[config.mk]
export PLATFORM = sky130hd
export DESIGN_NAME = tenure_limiter
export DESIGN_NICKNAME = d
export VERILOG_FILES = /design/src/rtl/tl_pkg.sv /design/src/rtl/tl_limit_reg.sv /design/src/rtl/tl_runcount.sv /design/src/rtl/tenure_limiter.sv
export SDC_FILE = /design/constraint.sdc
export NUM_CORES = 1
export LEC_CHECK = 0
export BUFFER_PORTS_ARGS = -buffer_cell sky130_fd_sc_hd__buf_4
export CAP_MARGIN = 20
export CELL_PAD_IN_SITES_DETAIL_PLACEMENT = 1
export CELL_PAD_IN_SITES_GLOBAL_PLACEMENT = 2
export CORE_MARGIN = 5
export CORE_UTILIZATION = 33
export CTS_CLUSTER_DIAMETER = 40
export DETAILED_ROUTE_END_ITERATION = 16
export GPL_ROUTABILITY_DRIVEN = 0
export HOLD_SLACK_MARGIN = 0.1
export PLACE_DENSITY = 0.9
export SLEW_MARGIN = 30
export SYNTH_ARGS = -nofsm -noshare
export SYNTH_HDL_FRONTEND = slang
export SYNTH_HIERARCHICAL = 1
export SYNTH_SLANG_ARGS = --single-unit
[constraint.sdc]
create_clock -name clk -period 3.8 [get_ports clk]
set_clock_uncertainty 0.05 [all_clocks]
set_input_delay 0.38 -clock clk [delete_from_list [all_inputs] [get_ports clk]]
set_output_delay 0.38 -clock clk [all_outputs]
set_load 0.01 [all_outputs]
[src/rtl/tl_pkg.sv]
package tl_pkg;
    typedef enum logic [1:0] {
        ST_IDLE   = 2'd0,
        ST_ACTIVE = 2'd1,
        ST_FROZEN = 2'd2,
        ST_DONE   = 2'd3
    } tl_state_t;
endpackage

[src/rtl/tl_limit_reg.sv]
module tl_limit_reg #(
    parameter int W         = 8,
    parameter int RESET_VAL = 16
) (
    input  logic         clk,
    input  logic         rst_n,
    input  logic         wr_en,
    input  logic         wr_allow,
    input  logic [W-1:0] wr_data,
    output logic [W-1:0] load_val
);
    localparam logic [W-1:0] RST = W'(RESET_VAL);
    localparam logic [W-1:0] ONE = W'(1);

    logic [W-1:0] limit_q;

    always_ff @(posedge clk or negedge rst_n) begin
        if (!rst_n)                limit_q <= RST;
        else if (wr_en && wr_allow) limit_q <= wr_data;
    end

    // a zero limit still grants a single phase
    always_comb load_val = (limit_q == '0) ? ONE : limit_q;
endmodule

[src/rtl/tl_runcount.sv]
module tl_runcount #(
    parameter int W = 8
) (
    input  logic         clk,
    input  logic         rst_n,
    input  logic         load,
    input  logic [W-1:0] load_val,
    input  logic         dec,
    output logic [W-1:0] count
);
    always_ff @(posedge clk or negedge rst_n) begin
        if (!rst_n)                count <= '0;
        else if (load)             count <= load_val;
        else if (dec && count != 0) count <= count - 1'b1;
    end
endmodule

[src/rtl/tenure_limiter.sv]
module tenure_limiter
    import tl_pkg::*;
#(
    parameter int CNT_W       = 8,
    parameter int RESET_LIMIT = 16
) (
    input  logic             clk,
    input  logic             rst_n,
    input  logic             stop,
    input  logic             suspend,
    input  logic             cfg_wr_en,
    input  logic [CNT_W-1:0] cfg_wr_data,
    output logic [CNT_W-1:0] cfg_rd_data,
    input  logic             unlimited,
    input  logic             grant_new,
    input  logic             grant_resume,
    input  logic             preempt,
    input  logic             phase_done,
    input  logic             phase_exempt,
    input  logic             dir_rx,
    input  logic             tx_fifo_full,
    input  logic             rx_fifo_empty,
    output logic             may_continue,
    output logic             burst_end
);
    localparam logic [CNT_W-1:0] LAST = CNT_W'(1);

    tl_state_t        state_q, state_d;
    logic [CNT_W-1:0] load_val;
    logic [CNT_W-1:0] count;
    logic             do_load, do_dec, counted, fifo_stop;

    tl_limit_reg #(.W(CNT_W), .RESET_VAL(RESET_LIMIT)) u_limit (
        .clk      (clk),
        .rst_n    (rst_n),
        .wr_en    (cfg_wr_en),
        .wr_allow (stop | suspend),
        .wr_data  (cfg_wr_data),
        .load_val (load_val)
    );

    tl_runcount #(.W(CNT_W)) u_count (
        .clk      (clk),
        .rst_n    (rst_n),
        .load     (do_load),
        .load_val (load_val),
        .dec      (do_dec),
        .count    (count)
    );

    assign counted   = phase_done && !phase_exempt && !unlimited;
    assign fifo_stop = dir_rx ? rx_fifo_empty : tx_fifo_full;

    // state register
    always_ff @(posedge clk or negedge rst_n) begin
        if (!rst_n) state_q <= ST_IDLE;
        else        state_q <= state_d;
    end

    // next state and outputs
    always_comb begin
        state_d      = state_q;
        do_load      = 1'b0;
        do_dec       = 1'b0;
        may_continue = 1'b0;
        burst_end    = 1'b0;
        unique case (state_q)
            ST_IDLE, ST_DONE: begin
                if (grant_new) begin
                    do_load = 1'b1;
                    state_d = ST_ACTIVE;
                end
            end
            ST_ACTIVE: begin
                if (unlimited) begin
                    may_continue = !fifo_stop;
                    if (fifo_stop) begin
                        burst_end = 1'b1;
                        state_d   = ST_DONE;
                    end else if (preempt) begin
                        state_d = ST_FROZEN;
                    end
                end else begin
                    may_continue = 1'b1;
                    do_dec       = counted;
                    if (counted && count == LAST) begin
                        burst_end = 1'b1;
                        state_d   = ST_DONE;
                    end else if (preempt) begin
                        state_d = ST_FROZEN;
                    end
                end
            end
            ST_FROZEN: begin
                if (grant_new || grant_resume) state_d = ST_ACTIVE;
            end
            default: state_d = ST_IDLE;
        endcase
    end

    assign cfg_rd_data = count;
endmodule

==> flow_summary_export.csv, run 1 <==
group,metric,value,unit
synth,synthFlopType,"dfrtp_1",
worst_hold_path,hold_end,"u_limit/limit_q[6]$_DFFE_PN0P_",
route,wire_per_inst,15.3,um
pwr,internal_power,0.000517,W
pwr,p_leak,0.608,nW
sta,fmax,487,MHz
synth,netlist.area_leader.share,0.382,
die,start_util,0.337,
worst_hold_path,whs_path_depth,2,
die,num_io_pins,32,
global_route,grt_max_degree,19,
critical_path,cp_max_fo,9,
sta,fin_crit,2.05,ns
global_route,grt_pass1_wl,4.74,mm
route,wl_met1,1.22,mm
final_layout,nNetsFinal,166,
global_route,overflow,0,
die,row_count,21,
pwr,switching_share,0.410,
synth,synth.area.top_cells,"dfrtp_1 (38%), mux2_2 (8.1%), ha_1 (4.5%), clkbuf_1 (3.0%), a31oi_1 (2.8%)",
synth,yosysWarnings,6,
synth,synth.net_count,138,
route,maxUsedRoutingLayer,"met4",
global_route,grtUsageTotal,0.136,
critical_path,startpoint,"u_count/count[2]$_DFFE_PN0P_",
route,dr.first_iter.drc_count,21,
final_layout,syn_to_final_growth,27.2,%
critical_path,arrival,2.18,ns
run_status,status,"finished clean",
cts,cts_buffers,3,
pwr,comb_power_share,0.465,
synth,synth.distinct_cells,39,
final_layout,fill_cells,388,
critical_path,critical-path-slowest-cell,"nor4_1",
placed_design,dpl.hpwl,2.27,mm
synth,ys_ff_latch,18,
sta,rsz0062_at_grt,"false",
synth,synth_edf_count,0,
route,dr_wl_met3,207,um
route,met2_length,1.37,mm
die,dieHeight,68.1,um
route,ant_nets,0,
route,drc,0,
critical_path,crit_required,3.93,ns
sta,worst_pin_slew,0.850,ns
final_layout,seqCellArea,452,sq um
route,viasPerCell,5.30,
sta,relSlewSlack,0.428,
cts,cts.sinks,18,
cts,cts_tree,"yes",
cts,clk_path_buf_depth,2,
synth,syn_area_per_cell,9.95,sq um
sta,finalMaxSlewViolations,0,
final_layout,multi_input_area,607,sq um
pwr,ir_worst_vdd,250,uV
route,vias,980,
synth,synthCells,112,
final_layout,drive_above_1_share,0.396,
die,coreArea,3310,sq um
critical_path,rr_worst_depth,3,
critical_path,rrSetupSlack,1.75,ns
pwr,p_seq_frac,0.404,
run,max_cap_viol_count,0,
pwr,pwr-share-clk,0.131,
critical_path,cp-start-kind,"register",
synth,yosys.area.top_type,"dfrtp_1",
cts,clkLatencyLatePin,0.29,ns
cts,clk_pin_slew,0.10,ns
sta,setup_violations,0,
critical_path,critPathKind,"reg -> reg",
global_route,grt_pass1_vias,1044,
critical_path,reg2reg_to,"u_count/count[1]$_DFFE_PN0P_",
die,die_x,68.1,um
sta,hold_viol,0,
cts,h-tree-depth,1,
pwr,p_per_area,618,nW/um^2
worst_hold_path,hp-class,"in -> reg",
worst_hold_path,hold_start,"cfg_wr_data[6]",
critical_path,max_stage_delay,0.78,ns
sta,finalCritPeriodShare,0.540,
critical_path,path_cells,"nor4_1, a21boi_0, o311ai_0",
synth,synthArstFlopShare,1.00,
pwr,p_switching,0.000360,W
final_layout,antenna_cells,0,
route,drtPass1Iterations,4,
pwr,total_power,0.000876,W
synth,seq_area_frac_synth,0.405,
placed_design,port_buffers,31,
synth,netlist_area,1110,sq um
global_route,antenna_found_initial,0,
sta,tns,0,ns
cts,root_buffer,"clkbuf_4",
critical_path,cp-end-kind,"register",
critical_path,worstReg2RegStart,"u_count/count[2]$_DFFE_PN0P_",
route,postRouteWirelength,2.83,mm
die,die_area,4640,sq um
[stage by stage]
stage | setup WS (ns) | util | hold WS [ns] | instance area (sq um) | instances
2_1_floorplan | 1.93 | - | 0.0344 | 1110 | 112
3_3_place_gp | 1.74 | 0.414 | 0.210 | 1370 | 180
3_5_place_dp | 1.70 | 0.414 | 0.212 | 1370 | 180
4_1_cts | 1.72 | 0.428 | 0.253 | 1420 | 185
5_1_grt | 1.47 | 0.428 | 0.241 | 1420 | 185
6_report | 1.75 | 0.428 | 0.263 | 1420 | 185
[kinds of logic (layout without fill, tap and decap cells)]
| kind of cell | after synthesis | count (layout) | synth area share |
|---|---|---|---|
| simple gates | 41 | 41 | 0.230 |
| compound gates | 24 | 24 | 0.166 |
| flops | 18 | 18 | 0.405 |
| buf+inv | 15 | 42 | 0.0505 |
| mux | 10 | 10 | 0.103 |
| fa+ha+maj | 4 | 4 | 0.0449 |
[registers in the layout, indices dropped and copies added (netlist names)]
signal           count
state_q              2
u_count/count        8
u_limit/limit_q      8
[synthesized netlist by cell type (all sizes together), types with 2 or more instances]
master / instances
nand2: 10
o311ai: 2
dfrtp: 17
nand4b: 2
or3b: 2
a31oi: 5
a21o: 2
nor4b: 2
nor3: 3
mux2: 9
ha: 4
nor3b: 4
inv: 6
a2111o: 2
nor2: 6
nand3: 2
a21boi: 2
clkbuf: 9
a21oi: 2
and2: 3
nor4: 3
o211ai: 3
[layout by cell type, fill, tap and decap left out, types with 3 or more instances in the layout]
cell type / n
ha_1: 4
nand2_1: 8
inv_1: 6
dfrtp_1: 17
nor3b_1: 4
mux2_2: 8
clkbuf_4: 3
buf_4: 31
nor3_1: 3
o211ai_1: 3
a31oi_1: 5
nor2_1: 6
nor4_1: 3
[critical path: cells and delay by family (launching register included)]
family          cells  cell delay (ns)
compound gates      2             0.62
flops               1             0.50
simple gates        1             0.78
[metal layers]
metal  GRT usage  vias to the layer above
li1            -                      468
met1       0.160                      469
met2       0.233                       37
met3      0.0378                        6
met4      0.0521                        0
met5           0                        -
[worst max-delay path by stage]
stage | cells after the start | to
3_5_place_dp | 6 | u_count/count[3]$_DFFE_PN0P_
3_3_place_gp | 6 | u_count/count[3]$_DFFE_PN0P_
5_1_grt | 3 | u_count/count[1]$_DFFE_PN0P_
2_1_floorplan | 6 | u_count/count[3]$_DFFE_PN0P_
6_report | 3 | u_count/count[1]$_DFFE_PN0P_
4_1_cts | 3 | u_count/count[1]$_DFFE_PN0P_
[area by class of cell]
cell class	instances	share of cell area
clock buffers	4	0.0256
inverters	6	0.0159
multi-input cells	79	0.428
flip-flops and latches	18	0.319
well taps	46	0.0406
repair buffers	32	0.171
[power by group through the flow]
| stage | clock (W) | combinational (W) | sequential [W] |
|---|---|---|---|
| after global routing | 0.000131 | 0.000452 | 0.000371 |
| after CTS | 0.000122 | 0.000412 | 0.000355 |
| after floorplan | 0 | 0.000246 | 0.000352 |
| after global placement | 0 | 0.000396 | 0.000354 |
| final | 0.000115 | 0.000407 | 0.000354 |
| after detailed placement | 0 | 0.000407 | 0.000359 |
[what timing repair did]
action	4_1_cts	5_1_grt
hold buffers	1	0
resized for setup	0	0
setup endpoints to repair	0	0
setup buffers	0	0
endpoints found under the hold margin	17	0
(Power assumes the default switching activity.)
==> run 2, diff against run 1 <==
CORE_UTILIZATION = 28   (was 33)
PLACE_DENSITY = 0.82   (was 0.9)
clock period = 1.8 ns   (was 3.8 ns; I/O delays follow)
==> flow_summary_export.csv, run 2 (synthesis results as in run 1) <==
group,metric,value,unit
run,max_cap_viol_count,0,
worst_hold_path,hp-class,"in -> reg",
route,viasPerCell,5.07,
sta,finalCritPeriodShare,0.980,
sta,worst_pin_slew,0.336,ns
route,dr.first_iter.drc_count,16,
final_layout,finish.utilization,0.418,
global_route,overflow,0,
die,start_util,0.283,
die,row_count,23,
final_layout,multi_input_area,642,sq um
final_layout,seqCellArea,452,sq um
placed_design,dpl.hpwl,2.52,mm
route,wire_per_inst,15.7,um
die,num_io_pins,32,
critical_path,path_cells,"inv_1, ha_2, and2_4, or4b_4, a2111o_1, o211ai_1",
sta,setup_violations,0,
sta,hold_viol,0,
sta,finalMaxSlewViolations,0,
sta,fin_crit,1.76,ns
cts,cts_buffers,3,
cts,clk_pin_slew,0.07,ns
cts,cts.sinks,18,
critical_path,rr_worst_depth,6,
sta,fmax,567,MHz
cts,h-tree-depth,1,
die,die_x,73.1,um
pwr,total_power,0.00226,W
critical_path,cp_max_fo,6,
route,postRouteWirelength,3.29,mm
global_route,grt_pass1_vias,1229,
global_route,grt_pass1_wl,5.48,mm
route,drtPass1Iterations,4,
route,drc,0,
pwr,ir_worst_vdd,466,uV
global_route,antenna_found_initial,0,
final_layout,final_common_cell,"buf_4",
critical_path,cp-start-kind,"register",
final_layout,fill_cells,449,
critical_path,critical-path-slowest-cell,"or4b_4",
run_status,status,"finished clean",
final_layout,antenna_cells,0,
global_route,grt_max_degree,19,
pwr,p_per_area,1370,nW/um^2
worst_hold_path,whs_path_depth,2,
critical_path,crit_required,1.93,ns
cts,root_buffer,"clkbuf_8",
sta,relSlewSlack,0.773,
critical_path,cp-end-kind,"register",
die,die_area,5340,sq um
die,coreArea,3940,sq um
cts,cts_tree,"yes",
final_layout,top_regs,"u_count/count x8, u_limit/limit_q x8, state_q x2",
route,ant_nets,0,
route,vias,1065,
placed_design,port_buffers,31,
final_layout,mostFrequentLayoutCells,"buf_4 (47), dfrtp_1 (17), nand2_1 (8), mux2_2 (8)",
pwr,p_leak,0.725,nW
sta,rsz0062_at_grt,"true",
cts,clkLatencyLatePin,0.26,ns
final_layout,drive_above_1_share,0.475,
cts,clk_path_buf_depth,2,
final_layout,syn_to_final_growth,47.7,%
die,dieHeight,73.1,um
critical_path,critPathKind,"reg -> reg",
critical_path,arrival,1.89,ns
critical_path,max_stage_delay,0.47,ns
final_layout,nNetsFinal,187,
global_route,grtUsageTotal,0.133,
[run 2: cell count changes in the layout (fill, tap and decap cells not counted), moves of 2 or more]
cell / delta
buf_4: +16
dlygate4sd3_1: +5
clkbuf_4: -3
clkbuf_8: +3
ha_1: -2
ha_2: +2
[run 2: critical path: cells and delay by family, from the launching register on]
family | cells | cell delay [ns]
buffers and inverters | 1 | 0.06
and+or+nand+nor | 2 | 0.63
DFF | 1 | 0.39
adders and majority gates | 1 | 0.17
AOI/OAI and AO/OA | 2 | 0.39
[run 2: report_power, final]
group / internal (W) / total, W / switching (W)
Combinational: 0.000622 / 0.00123 / 0.000611
Clock: 0.000195 / 0.000343 / 0.000148
Sequential: 0.000542 / 0.000679 / 0.000138
Total: 0.00136 / 0.00226 / 0.000897
[run 2: path summary, 6_finish.rpt]
kind                                                startpoint                             end  slack, ns
worst max-delay path                    state_q[1]$_DFFE_PN0P_    u_count/count[3]$_DFFE_PN0P_       0.04
min in group asynchronous                                rst_n  u_limit/limit_q[2]$_DFFE_PN0P_       0.28
worst min-delay path                            cfg_wr_data[3]  u_limit/limit_q[3]$_DFFE_PN0P_       0.11
max in group asynchronous                                rst_n  u_limit/limit_q[4]$_DFFE_PN1P_       1.16
worst max register to register          state_q[1]$_DFFE_PN0P_    u_count/count[3]$_DFFE_PN0P_       0.04
worst min register to register  u_limit/limit_q[0]$_DFFE_PN0P_  u_limit/limit_q[0]$_DFFE_PN0P_       0.49
[run 2: final cells by class]
cell class,count,area share
timing repair buffer,53,0.251
multi-input combinational,79,0.390
clock buffer,4,0.0334
sequential,18,0.274
inverter,6,0.0137
tap,50,0.0380
[run 2: stage by stage]
step	hold WS [ns]	instance area (sq um)	setup WS, ns	setup TNS [ns]	cells
2_1_floorplan	-0.166	1120	0.0708	0	112
3_3_place_gp	0.0132	1480	0.0564	0	197
3_5_place_dp	0.0187	1480	0.00338	0	197
4_1_cts	0.101	1630	0.0150	0	210
5_1_grt	0.105	1650	-0.0327	-0.0755	210
6_report	0.106	1650	0.0362	0	210
[run 2: timing repair]
| action | in CTS | in global routing |
|---|---|---|
| hold buffers | 6 | 0 |
| resized for setup | 1 | 5 |
| pin swaps | 1 | 3 |
| endpoints found under the hold margin | 23 | 0 |
| setup buffers | 3 | 0 |
| endpoints found under the setup margin | 2 | 5 |
[run 2: routing by layer]
layer	share of wire	vias to the layer above	wire length [um]	track usage
met3	0.063	7	208	0.0331
met5	0	-	0	0
li1	-	504	-	-
met1	0.39	522	1280	0.140
met2	0.53	32	1750	0.255
met4	0.017	0	55	0.0430
==> run 3, diff against run 2 <==
ABC_AREA = 1   (was not set)
CORE_UTILIZATION = 26   (was 28)
==> flow_summary_export.csv, run 3 <==
group,metric,value,unit
worst_hold_path,whs_path_depth,3,
critical_path,cp-end-kind,"primary output",
critical_path,rr_worst_depth,7,
critical_path,worstReg2RegStart,"u_count/count[1]$_DFFE_PN0P_",
critical_path,critical-path-slowest-cell,"dfrtp_1",
cts,cts-resized-gates,0,
synth,synth_compound_area_frac,0.0982,
synth,yosysWarnings,6,
critical_path,reg2reg_to,"u_count/count[1]$_DFFE_PN0P_",
critical_path,cp_max_fo,6,
cts,clkLatencyLatePin,0.26,ns
sta,fin_crit,1.61,ns
sta,tns,0,ns
run,max_cap_viol_count,0,
synth,synth.distinct_cells,26,
route,wire_per_inst,12.3,um
sta,hold_viol,0,
final_layout,mostFrequentLayoutCells,"nand2_1 (58), buf_4 (36), nand3_1 (26)",
synth,ys_ff_latch,18,
die,die_area,6510,sq um
synth,synth.area.top_cells,"dfrtp_1 (33%), nand2_1 (17%), nand3_1 (10%), inv_1 (7.2%), nor2_1 (4.0%)",
synth,synth_commonest_cells,"nand2_1 (58), nand3_1 (26), inv_1 (25)",
sta,worst_pin_slew,0.316,ns
synth,synth.net_count,211,
synth,yosys.area_share.simple,0.391,
synth,synth-adder-area-share,0.0385,
route,viasPerCell,4.35,
die,start_util,0.272,
final_layout,antenna_cells,0,
cts,h-tree-depth,1,
sta,fmax,620,MHz
die,die_x,80.7,um
final_layout,syn_to_final_growth,29.2,%
cts,clk_pin_slew,0.07,ns
sta,setup_violations,0,
synth,synthMuxAreaShare,0,
final_layout,final_common_cell,"nand2_1",
critical_path,arrival,1.38,ns
route,drc,0,
route,postRouteWirelength,3.48,mm
critical_path,cp-start-kind,"register",
final_layout,nNetsFinal,244,
critical_path,critPathKind,"reg -> out",
synth,synth_edf_count,0,
final_layout,top_regs,"u_count/count x8, u_limit/limit_q x8, state_q x2",
synth,syn_area_per_cell,7.03,sq um
synth,synthMostInstantiatedCell,"nand2_1",
worst_hold_path,hold_end,"u_limit/limit_q[2]$_DFFE_PN0P_",
cts,root_buffer,"clkbuf_8",
cts,cts.sinks,18,
final_layout,fin_cells,284,
global_route,antenna_found_initial,0,
synth,synthFlopType,"dfrtp_1",
cts,ctsHoldBuffers,3,
cts,cts_tree,"yes",
synth,netlist.area_leader.share,0.327,
global_route,grtUsageTotal,0.118,
worst_hold_path,hold_start,"cfg_wr_data[2]",
die,num_io_pins,32,
global_route,grt_max_degree,19,
cts,postCtsSetupBuffers,0,
final_layout,fill_cells,623,
die,row_count,25,
synth,seq_area_frac_synth,0.347,
global_route,grt_pass1_vias,1302,
synth,netlist_area,1300,sq um
sta,finalMaxSlewViolations,0,
placed_design,pre_cts_ws,0.219,ns
worst_hold_path,hp-class,"in -> reg",
run_status,status,"finished clean",
sta,finalCritPeriodShare,0.896,
placed_design,dpl.hpwl,2.76,mm
route,ant_nets,0,
critical_path,crit_required,1.57,ns
synth,synthCells,185,
synth,synthArstFlopShare,1.00,
die,dieHeight,80.7,um
global_route,overflow,0,
cts,clk_path_buf_depth,2,
route,drtPass1Iterations,4,
sta,layout_setup_ws,0.186,ns
route,vias,1234,
critical_path,max_stage_delay,0.49,ns
final_layout,drive_above_1_share,0.272,
critical_path,rrSetupSlack,0.21,ns
route,dr.first_iter.drc_count,20,
pwr,p_leak,0.887,nW
critical_path,path_cells,"inv_1, nand2_1, nor2_1, nand3_1, a21oi_1, buf_4",
synth,synth_xor_area_frac,0.00674,
pwr,p_per_area,1470,nW/um^2
global_route,grt_pass1_wl,6.02,mm
cts,cts_buffers,3,
placed_design,placed_cells,277,
pwr,total_power,0.00247,W
die,coreArea,4790,sq um
placed_design,port_buffers,31,
sta,relSlewSlack,0.790,
pwr,ir_worst_vdd,445,uV
synth,yosys.area.top_type,"dfrtp_1",
synth,synth_top_family_by_area,"simple AND/OR/NAND/NOR gates",
sta,rsz0062_at_grt,"false",
-- run 3: where the power goes --
group | total (W) | switching, W | internal [W]
Combinational | 0.00142 | 0.000820 | 0.000595
Sequential | 0.000717 | 0.000183 | 0.000534
Clock | 0.000340 | 0.000145 | 0.000195
-- run 3: worst max path at each step --
stage,startpoint,endpoint
4_1_cts,u_count/count[4]$_DFFE_PN0P_,burst_end
2_1_floorplan,u_count/count[0]$_DFFE_PN0P_,u_count/count[0]$_DFFE_PN0P_
3_5_place_dp,state_q[0]$_DFFE_PN0P_,u_count/count[0]$_DFFE_PN0P_
6_report,u_count/count[4]$_DFFE_PN0P_,burst_end
3_3_place_gp,state_q[0]$_DFFE_PN0P_,u_count/count[1]$_DFFE_PN0P_
5_1_grt,u_count/count[4]$_DFFE_PN0P_,burst_end
-- run 3: worst max-delay path: cells and delay by family (launching register included) --
kind                   cells  cell delay [ns]
AOI/OAI and AO/OA          1             0.13
buffers and inverters      2             0.23
and+or+nand+nor            3             0.27
DFF                        1             0.49
-- run 3: cell families after synthesis --
family	after synthesis
buf+inv	36
fa+ha+maj	4
xor+xnor	1
compound gates	16
simple gates	110
flops	18
-- run 3: per-layer routing --
metal  GRT usage  up-vias  share of wire
met3      0.0314        4          0.064
met2       0.208       33           0.47
met1       0.142      562           0.45
li1            -      635              -
met5           0        -              0
met4      0.0270        0         0.0095
-- run 3: area by class of cell --
cell class	instances	area, sq um	area share
inverter	25	93.8	0.0559
tap	67	83.8	0.0499
timing repair buffer	39	300	0.179
clock buffer	4	55.1	0.0328
sequential	18	452	0.269
multi-input combinational	131	694	0.414
-- run 3: metrics by stage --
stage               cell area, sq um  hold slack, ns  utilization
CTS                             1680           0.103        0.351
detailed placement              1590          0.0260        0.333
floorplan                       1300          -0.166            -
global placement                1590          0.0233        0.333
finish                          1680           0.104        0.351
global route                    1680           0.107        0.351
